==> config.mk <==
export PLATFORM = sky130hd
export DESIGN_NAME = prv_window_router
export DESIGN_NICKNAME = d
export VERILOG_FILES = /design/src/rtl/prv_router_pkg.sv /design/src/rtl/prv_decode.sv /design/src/rtl/prv_local_regs.sv /design/src/rtl/prv_rsp_stage.sv /design/src/rtl/prv_window_router.sv
export SDC_FILE = /design/constraint.sdc
export NUM_CORES = 1
export LEC_CHECK = 0
export ABC_AREA = 0
export BUFFER_PORTS_ARGS = -buffer_cell sky130_fd_sc_hd__buf_2
export CORE_AREA = 3 3 96 98
export DETAILED_ROUTE_END_ITERATION = 8
export DIE_AREA = 0 0 99 101
export HOLD_SLACK_MARGIN = 0.12
export PLACE_DENSITY_LB_ADDON = 0.05
export SLEW_MARGIN = 15
export SYNTH_ARGS = -nofsm -noshare
export SYNTH_HDL_FRONTEND = slang
export SYNTH_SLANG_ARGS = --single-unit
==> constraint.sdc <==
create_clock -name clk -period 6.9 [get_ports clk]
set_input_delay 2.07 -clock clk [delete_from_list [all_inputs] [get_ports clk]]
set_output_delay 2.07 -clock clk [all_outputs]
set_load 0.05 [all_outputs]
==> src/rtl/prv_router_pkg.sv <==
package prv_router_pkg;

    localparam int NCPU       = 4;
    localparam int CPU_W      = $clog2(NCPU);
    localparam int UNIT_W     = CPU_W + 1;
    localparam int OFF_W      = 12;
    localparam int SUB_W      = 8;
    localparam int TREG_W     = 4;
    localparam int PAGE_W     = OFF_W - SUB_W;
    localparam int WDOG_BIT   = 5;

    // region boundaries, in 256-byte pages of the window
    localparam logic [PAGE_W-1:0] PG_GIF_ALIAS = PAGE_W'(1);
    localparam logic [PAGE_W-1:0] PG_GIF_BANK  = PAGE_W'(2);
    localparam logic [PAGE_W-1:0] PG_TMR_ALIAS = PAGE_W'(2 + NCPU);
    localparam logic [PAGE_W-1:0] PG_TMR_BANK  = PAGE_W'(3 + NCPU);
    localparam logic [PAGE_W-1:0] PG_END       = PAGE_W'(3 + 2 * NCPU);

    // local register group
    localparam logic [SUB_W-1:0] LR_CTRL  = 8'h00;
    localparam logic [SUB_W-1:0] LR_CONF  = 8'h04;
    localparam logic [SUB_W-1:0] LR_STAT  = 8'h08;
    localparam logic [SUB_W-1:0] LR_FLUSH = 8'h0C;
    localparam logic [7:0]       CONF_VALUE = 8'hF3;

    typedef enum logic [1:0] {
        TGT_NONE = 2'd0,
        TGT_LOC  = 2'd1,
        TGT_GIF  = 2'd2,
        TGT_TMR  = 2'd3
    } target_e;

    typedef struct packed {
        target_e             tgt;
        logic                legal;
        logic [CPU_W-1:0]    cpu;
        logic [UNIT_W-1:0]   unit;
        logic [SUB_W-1:0]    sub;
    } route_t;

    // CPU index of a banked page, counted from the first bank page
    function automatic logic [CPU_W-1:0] bank_cpu(
        input logic [PAGE_W-1:0] page,
        input logic [PAGE_W-1:0] first
    );
        logic [PAGE_W-1:0] d;
        d = page - first;
        return d[CPU_W-1:0];
    endfunction

    // which local register offsets accept a given access kind
    function automatic logic loc_legal(
        input logic [SUB_W-1:0] sub,
        input logic             wr
    );
        logic ok;
        case (sub)
            LR_CTRL, LR_FLUSH: ok = 1'b1;
            LR_CONF, LR_STAT:  ok = !wr;
            default:           ok = 1'b0;
        endcase
        return ok;
    endfunction

endpackage

==> src/rtl/prv_decode.sv <==
module prv_decode
    import prv_router_pkg::*;
#(
    parameter int ADDR_W = 32
) (
    input  logic              req_write,
    input  logic [ADDR_W-1:0] req_addr,
    input  logic [CPU_W-1:0]  req_cpu,
    output route_t            route
);

    logic [OFF_W-1:0]  off;
    logic [PAGE_W-1:0] page;
    logic [CPU_W-1:0]  tmr_cpu;
    logic              unused_hi;

    assign off       = req_addr[OFF_W-1:0];
    assign page      = off[OFF_W-1:SUB_W];
    assign unused_hi = ^req_addr[ADDR_W-1:OFF_W];

    always_comb begin
        tmr_cpu     = '0;
        route.tgt   = TGT_NONE;
        route.legal = 1'b0;
        route.cpu   = '0;
        route.unit  = '0;
        route.sub   = off[SUB_W-1:0];
        if (page == '0) begin
            route.tgt   = TGT_LOC;
            route.legal = loc_legal(off[SUB_W-1:0], req_write);
        end else if (page < PG_TMR_ALIAS) begin
            route.tgt   = TGT_GIF;
            route.legal = 1'b1;
            route.cpu   = (page == PG_GIF_ALIAS) ? req_cpu
                                                 : bank_cpu(page, PG_GIF_BANK);
        end else if (page < PG_END) begin
            tmr_cpu     = (page == PG_TMR_ALIAS) ? req_cpu
                                                 : bank_cpu(page, PG_TMR_BANK);
            route.tgt   = TGT_TMR;
            route.legal = 1'b1;
            route.cpu   = tmr_cpu;
            route.unit  = {tmr_cpu, off[WDOG_BIT]};
        end
        if (!route.legal) begin
            route.tgt = TGT_NONE;
        end
    end

endmodule

==> src/rtl/prv_local_regs.sv <==
module prv_local_regs
    import prv_router_pkg::*;
#(
    parameter int DATA_W = 32
) (
    input  logic              clk,
    input  logic              rst,
    input  logic              wr_en,
    input  logic [SUB_W-1:0]  sub,
    input  logic [DATA_W-1:0] wdata,
    output logic [DATA_W-1:0] rdata,
    output logic              ctl_q
);

    logic unused_wd;
    assign unused_wd = ^wdata[DATA_W-1:1];

    always_ff @(posedge clk) begin
        if (rst) begin
            ctl_q <= 1'b0;
        end else if (wr_en && sub == LR_CTRL) begin
            ctl_q <= wdata[0];
        end
    end

    always_comb begin
        rdata = '0;
        case (sub)
            LR_CTRL: rdata[0]   = ctl_q;
            LR_CONF: rdata[7:0] = CONF_VALUE;
            default: rdata      = '0;
        endcase
    end

endmodule

==> src/rtl/prv_rsp_stage.sv <==
module prv_rsp_stage #(
    parameter int DATA_W = 32
) (
    input  logic              clk,
    input  logic              rst,
    input  logic              req_valid,
    input  logic              legal,
    input  logic [DATA_W-1:0] rdata_in,
    output logic              rsp_valid,
    output logic              rsp_err,
    output logic [DATA_W-1:0] rsp_rdata
);

    always_ff @(posedge clk) begin
        if (rst) begin
            rsp_valid <= 1'b0;
            rsp_err   <= 1'b0;
            rsp_rdata <= '0;
        end else begin
            rsp_valid <= req_valid;
            rsp_err   <= req_valid && !legal;
            rsp_rdata <= (req_valid && legal) ? rdata_in : '0;
        end
    end

endmodule

==> src/rtl/prv_window_router.sv <==
module prv_window_router
    import prv_router_pkg::*;
#(
    parameter int ADDR_W = 32,
    parameter int DATA_W = 32
) (
    input  logic              clk,
    input  logic              rst,
    input  logic              req_valid,
    input  logic              req_write,
    input  logic [ADDR_W-1:0] req_addr,
    input  logic [DATA_W-1:0] req_wdata,
    input  logic [1:0]        req_cpu,
    output logic              gif_sel,
    output logic              gif_write,
    output logic [1:0]        gif_cpu,
    output logic [7:0]        gif_off,
    output logic [DATA_W-1:0] gif_wdata,
    input  logic [DATA_W-1:0] gif_rdata,
    output logic              tmr_sel,
    output logic              tmr_write,
    output logic [2:0]        tmr_unit,
    output logic [3:0]        tmr_reg,
    output logic [DATA_W-1:0] tmr_wdata,
    input  logic [DATA_W-1:0] tmr_rdata,
    output logic              rsp_valid,
    output logic              rsp_err,
    output logic [DATA_W-1:0] rsp_rdata
);

    route_t            route;
    logic [DATA_W-1:0] loc_rdata;
    logic [DATA_W-1:0] rd_mux;
    logic              loc_wr;
    logic              ctl_q;

    prv_decode #(.ADDR_W(ADDR_W)) u_decode (
        .req_write (req_write),
        .req_addr  (req_addr),
        .req_cpu   (req_cpu),
        .route     (route)
    );

    assign loc_wr = req_valid && req_write && route.tgt == TGT_LOC;

    prv_local_regs #(.DATA_W(DATA_W)) u_local (
        .clk   (clk),
        .rst   (rst),
        .wr_en (loc_wr),
        .sub   (route.sub),
        .wdata (req_wdata),
        .rdata (loc_rdata),
        .ctl_q (ctl_q)
    );

    // target side: combinational, same cycle as the request
    assign gif_sel   = req_valid && route.tgt == TGT_GIF;
    assign gif_write = req_write;
    assign gif_cpu   = route.cpu;
    assign gif_off   = route.sub;
    assign gif_wdata = req_wdata;

    assign tmr_sel   = req_valid && route.tgt == TGT_TMR;
    assign tmr_write = req_write;
    assign tmr_unit  = route.unit;
    assign tmr_reg   = route.sub[TREG_W-1:0];
    assign tmr_wdata = req_wdata;

    always_comb begin
        rd_mux = '0;
        if (!req_write) begin
            case (route.tgt)
                TGT_LOC: rd_mux = loc_rdata;
                TGT_GIF: rd_mux = gif_rdata;
                TGT_TMR: rd_mux = tmr_rdata;
                default: rd_mux = '0;
            endcase
        end
    end

    prv_rsp_stage #(.DATA_W(DATA_W)) u_rsp (
        .clk       (clk),
        .rst       (rst),
        .req_valid (req_valid),
        .legal     (route.legal),
        .rdata_in  (rd_mux),
        .rsp_valid (rsp_valid),
        .rsp_err   (rsp_err),
        .rsp_rdata (rsp_rdata)
    );

endmodule

==> run metrics, run 1 <==
power density cells 212.4 nW/µm²; All-Layer GR Usage 10.71%; most used cell, CP buf_2; final wirelength 5657 µm; Post-Syn Area 2128 µm²; Clock Latency Late Sink 0.28 ns; Iteration-0 DRC Markers 21; routed vias/inst 4.157; Final setup viols 0; Max clock buf depth 2; compound-gate portion of the synthesized area 16.40%; DP Area 2298 µm²; antenna violations before repair 0; Final GP Congestion 0.6817; number of H-tree levels 2; Setup Skew 0.00006145 ns; simple-gate portion of the synthesized area 14.76%; Leak 1.237 nW; commonest cells in the synthesized netlist 81 x buf_4, 35 x dfxtp_1, 32 x nor2_1; Num CTS Buffers 5; vias in the first global route 1648; most common cell in the netlist buf_4; Root Buffer clkbuf_8; CTS tree done; asr flop ratio synth 0%; GRT overflow 0; CP Class in2out; Final Hold Vio Count 0; Worst Setup End Kind primary output; dpl ws 0.9878 ns; fraction of layout cells with a size suffix above 1 50.81%; IO Pins 253; syn nets 384; leading area contributor after synthesis dfxtp_1; ANT cells 0; number of flops mapped to enable cells by yosys 0; fin nets 444; die area 9999 µm²; max-slew violations 0; post-CTS setup buffers 0; CP max stage cell a211oi_4; ranking of synthesized cells by area dfxtp_1 33%, buf_4 29%, a22oi_1 9.5%; min-delay worst type reg2reg; port bufs 139; sequential share of the synthesized area 32.92%; syn avg cell area 8.652 µm²; slowest stage delay, CP 0.66 ns; clock-pin slew on the worst setup and hold paths 0.07 ns; cell family with most CP delay compound AO/OA/AOI/OAI gates; post-CTS sizing 0; Buf+Inv Stages, Crit Path 3; Tcrit/Tclk final 85.31%; CP Launch Type primary input; Post-Synth XOR/XNOR Area 0.4115%; top-area cell type share of the netlist area 32.92%; Area Overhead vs Synth 13.29%; post-route cell area 2411 µm²; status finished clean; post-DP HPWL 4458 µm; Die H 101 µm; per-cell routed wire length 13.63 µm; Worst Setup SP req_addr[9]; fin worst setup slack 1.013 ns; pin count of the biggest net entering global routing 22; row count 34; first-pass GRT wire length 8521 µm; Die X 99 µm; RR Startpoint u_local.ctl_q; ys flop type dfxtp_1; Starting Density 24.89%; antenna-violating nets left 0; WP data required 4.83 ns; unrepaired setup endpoints after global routing false; post-synthesis adder-cell area fraction 2.352%; synth unique cells 31; drt drc 0; Sum Neg Setup Slack 0 ns; combinational family with the most area after synthesis buffers and inverters; post-synthesis mux area share 0%; Max-cap violations 0; relative slew slack 49.74%; min-delay src u_local.ctl_q; hold buffer count at cts 0; Slew @ Worst Pin 0.7514 ns; Sink Count 35; vias 1725; minimum clock period 5.887 ns; Core ar. 8551 µm²; Crit path arrival time 3.82 ns; IR drop worst, VDD 66.81 µV; Final Util 28.20%; highest clock rate 0.1699 GHz; crit path cell chain buf_2 > inv_1 > ha_1 > nor2b_2 > a211oi_4 > and2_1 > buf_2; yosys warns 0; Syn Inst Count 246; total power 0.5122 mW; number of synthesized register bits 35; CP Max Fanout 16; first-pass iteration count of the detailed router 4
sequential cells by signal, summed over array words and instances, names as in the netlist:
register         cells
u_rsp.rsp_valid      1
u_rsp.rsp_err        1
u_rsp.rsp_rdata     32
u_local.ctl_q        1
metrics by stage:
step / std cells / hold slack, ns
2_1_floorplan: 246 / 0.4439
3_3_place_gp: 407 / 0.4630
3_5_place_dp: 407 / 0.4679
4_1_cts: 415 / 0.4783
5_1_grt: 415 / 0.5198
6_report: 415 / 0.4714
cell families after synthesis:
| kind of cell | count (synthesis) |
|---|---|
| XOR/XNOR | 1 |
| AND/OR/NAND/NOR | 65 |
| adder cells (fa/ha/maj) | 4 |
| buffers and inverters | 94 |
| flip-flops | 35 |
| AO/OA/AOI/OAI | 47 |
tightest hold or removal path: stages (launching register included):
cell and delay (ns):
dfxtp_1 0.31, o21ai_0 0.07, a21oi_1 0.06
where the power goes:
| part | switching (mW) | internal, mW | total (mW) |
|---|---|---|---|
| sequential | 0.000792 | 0.206 | 0.206 |
| clock | 0.0778 | 0.108 | 0.185 |
| combinational | 0.0799 | 0.0406 | 0.120 |
| total | 0.158 | 0.354 | 0.512 |
routing by layer:
layer	routed length, µm	track usage [%]	vias to the layer above
li1	-	-	862
met1	2392	13.34	741
met2	2495	16.27	100
met3	638	4.429	22
met4	131	4.517	0
met5	0	0	-
cell type report:
class                           count  area [µm²]
Fill cell                         970        6140
Sequential cell                    35       700.7
Multi-Input combinational cell    117       721.9
Tap cell                          108       135.1
Timing Repair Buffer              143       725.7
Clock buffer                        5       68.82
Clock inverter                      3       43.79
Inverter                            4       15.01
worst paths after layout:
| kind | end | slack (ns) | cells after the start |
|---|---|---|---|
| setup / recovery | gif_sel | 1.01 | 7 |
| hold / removal | u_local.ctl_q | 0.47 | 2 |
| hold reg to reg | u_local.ctl_q | 0.47 | 2 |
| setup reg to reg | u_rsp.rsp_rdata[0] | 6.26 | 2 |
layout by cell type (no fill, tap or decap), types with 4 or more instances in the layout:
cell and count:
a22oi_1 27, clkbuf_8 5, dfxtp_1 35, buf_4 4
buf_2 139, inv_1 4, a31oi_1 6, nand2_1 14
o21ai_0 5, nor2_1 32, ha_1 4
(Power assumes the default switching activity.)
==> inputs of run 2 (changes only) <==
--- a/config.mk
+++ b/config.mk
@@ -5,13 +5,14 @@
 export SDC_FILE = /design/constraint.sdc
 export NUM_CORES = 1
 export LEC_CHECK = 0
-export ABC_AREA = 0
+export ABC_AREA = 1
 export BUFFER_PORTS_ARGS = -buffer_cell sky130_fd_sc_hd__buf_2
-export CORE_AREA = 3 3 96 98
+export CORE_AREA = 3 3 98 100
 export DETAILED_ROUTE_END_ITERATION = 8
-export DIE_AREA = 0 0 99 101
+export DIE_AREA = 0 0 101 103
 export HOLD_SLACK_MARGIN = 0.12
 export PLACE_DENSITY_LB_ADDON = 0.05
+export REMOVE_ABC_BUFFERS = 1
 export SLEW_MARGIN = 15
 export SYNTH_ARGS = -nofsm -noshare
 export SYNTH_HDL_FRONTEND = slang
==> run 2 against run 1 <==
  * Final area up 7.4%
  * Combinational power up 13%
  * Maximum frequency up 11%
  * Largest power group unchanged
  * Register-to-register slack worse by 0.07 ns
==> run metrics, run 2 <==
Buf+Inv Stages, Crit Path 3; die area 10400 µm²; antenna violations before repair 0; final std cells w/o fill 480; max-slew violations 0; Die X 101 µm; IR drop worst, VDD 66.46 µV; fraction of layout cells with a size suffix above 1 51.88%; vias 2035; sequential power share 42.3%; Worst Setup End Kind primary output; most used cell, CP buf_2; asr flop ratio synth 0%; Slew @ Worst Pin 1.021 ns; antenna-violating nets left 0; clock network power share 29.9%; post-CTS sizing 0; Cells after DPL 472; slowest stage delay, CP 0.28 ns; top-area cell type share of the netlist area 30.19%; WHS Path Cells 2; ys flop type dfxtp_1; Die H 103 µm; fin nets 509; Syn Inst Count 310; most common cell in the netlist nand2_1; CP Max Fanout 4; Setup Skew 0.0005490 ns; Num CTS Buffers 5; CP Class in2out; sequential share of the synthesized area 30.19%; Final GP Congestion 0.7680; power density cells 189.0 nW/µm²; pin count of the biggest net entering global routing 33; yosys warns 0; syn avg cell area 7.487 µm²; post-CTS setup buffers 0; final wirelength 9880 µm; post-route cell area 2590 µm²; Crit path arrival time 3.25 ns; relative slew slack 31.67%; first-pass GRT wire length 13110 µm; reg2reg end u_rsp.rsp_rdata[0]; synth unique cells 25; min-delay src u_local.ctl_q; Switching Power 0.1724 mW; Clock Latency Late Sink 0.28 ns; Sum Neg Setup Slack 0 ns; Starting Density 26.48%; Final setup viols 0; port bufs 139; CP Launch Type primary input; Post-Syn Area 2321 µm²; hold buffer count at cts 0; IO Pins 253; Final Hold Vio Count 0; per-cell routed wire length 20.58 µm; min-delay worst type reg2reg; GRT overflow 0; number of synthesized register bits 35; Tcrit/Tclk final 77.03%; most frequent cells in the layout 139 x buf_2, 85 x nand2_1, 35 x dfxtp_1; crit path cell chain buf_2 > inv_1 > ha_1 > nand3_2 > nand2_2 > a21oi_1 > o21ai_0 > o21ai_1 > buf_2; post-DP HPWL 8310 µm; All-Layer GR Usage 17.94%; Root Buffer clkbuf_8; Iteration-0 DRC Markers 42; Internal 0.3171 mW; Sink Count 35; status finished clean; number of flip-flops in the largest register 32; drt drc 0; routed vias/inst 4.240; highest clock rate 0.1881 GHz; sw frac 35.22%; number of H-tree levels 2; WP data required 4.83 ns; first-pass iteration count of the detailed router 4; CTS tree done; Max clock buf depth 2; commonest non-fill, non-tap cell in the layout buf_2; Core ar. 8763 µm²; R2R depth 4; minimum clock period 5.315 ns; row count 34; clock-pin slew on the worst setup and hold paths 0.07 ns; number of flops mapped to enable cells by yosys 0; commonest cells in the synthesized netlist 85 x nand2_1, 79 x buf_4, 35 x dfxtp_1; Leak 1.368 nW; Reg2Reg Setup Slack 6.19 ns; Area Overhead vs Synth 11.59%; cell family with most CP delay buffers and inverters; vias in the first global route 1967; CP max stage cell buf_2; unrepaired setup endpoints after global routing false; Most flops, register u_rsp.rsp_rdata; ranking of synthesized cells by area dfxtp_1 30%, buf_4 26%, nand2_1 14%; hold endpoint u_local.ctl_q; leading area contributor after synthesis dfxtp_1; RR Startpoint u_local.ctl_q; DP Area 2509 µm²; Logic pwr share 27.8%; ANT cells 0; Max-cap violations 0
## run 2: cell count changes after synthesis, moves of 6 or more
cell	previous run	this run
a22oi_1	27	0
nand2_1	14	85
a21oi_2	0	30
a31oi_1	6	0
inv_1	4	13
inv_2	0	7
nor2_1	32	24
## run 2: worst max-delay path by stage
| stage | cells past startpoint | startpoint | to |
|---|---|---|---|
| after floorplan | 6 | req_addr[8] | gif_cpu[0] |
| after global placement | 9 | req_addr[8] | gif_cpu[1] |
| after detailed placement | 9 | req_addr[8] | gif_cpu[1] |
| after CTS | 9 | req_addr[8] | gif_cpu[1] |
| after global routing | 9 | req_addr[8] | gif_cpu[1] |
| final | 9 | req_addr[8] | gif_cpu[1] |
## run 2: final cells by class
| cell class | instances | area (µm²) |
|---|---|---|
| timing repair buffer | 141 | 710.7 |
| sequential | 35 | 700.7 |
| multi-input combinational | 167 | 882.1 |
| fill | 1000 | 6173 |
| tap | 108 | 135.1 |
| clock inverter | 1 | 5.005 |
| inverter | 21 | 80.08 |
| clock buffer | 7 | 76.32 |
## run 2: worst min-delay path, delay by kind of cell (launching register included)
family	cells	cell delay, ns
DFF	1	0.32
and+or+nand+nor	2	0.14
## run 2: per-stage QoR
step | power, mW | hold WS, ns | util, % | setup slack [ns]
final | 0.4896 | 0.4925 | 29.55 | 1.585
after global routing | 0.5186 | 0.5269 | 29.55 | 1.451
after CTS | 0.5000 | 0.5028 | 29.55 | 1.582
after detailed placement | 0.3495 | 0.4867 | 28.63 | 1.587
after global placement | 0.3501 | 0.4817 | 28.63 | 1.589
after floorplan | 0.2806 | 0.4552 | - | 1.133
## run 2: power groups by stage
stage | clock network, mW | logic [mW] | registers (mW)
6_report | 0.146 | 0.136 | 0.207
5_1_grt | 0.162 | 0.149 | 0.208
4_1_cts | 0.155 | 0.138 | 0.207
3_5_place_dp | 0 | 0.138 | 0.212
3_3_place_gp | 0 | 0.138 | 0.212
2_1_floorplan | 0 | 0.0529 | 0.228
## run 2: logic make-up after synthesis
logic type	synth area share, %
adder cells (fa/ha/maj)	2.156
AO/OA/AOI/OAI	13.91
multiplexers	0.4313
AND/OR/NAND/NOR	21.51
buffers and inverters	31.81
flip-flops	30.19
## run 2: metal layers
layer / vias up / global-route usage (%) / routed length, µm
met5: - / 3.846 / 42
met4: 2 / 3.681 / 63
met3: 10 / 16.04 / 2065
met2: 181 / 26.28 / 4141
met1: 842 / 19.24 / 3567
li1: 1000 / - / -
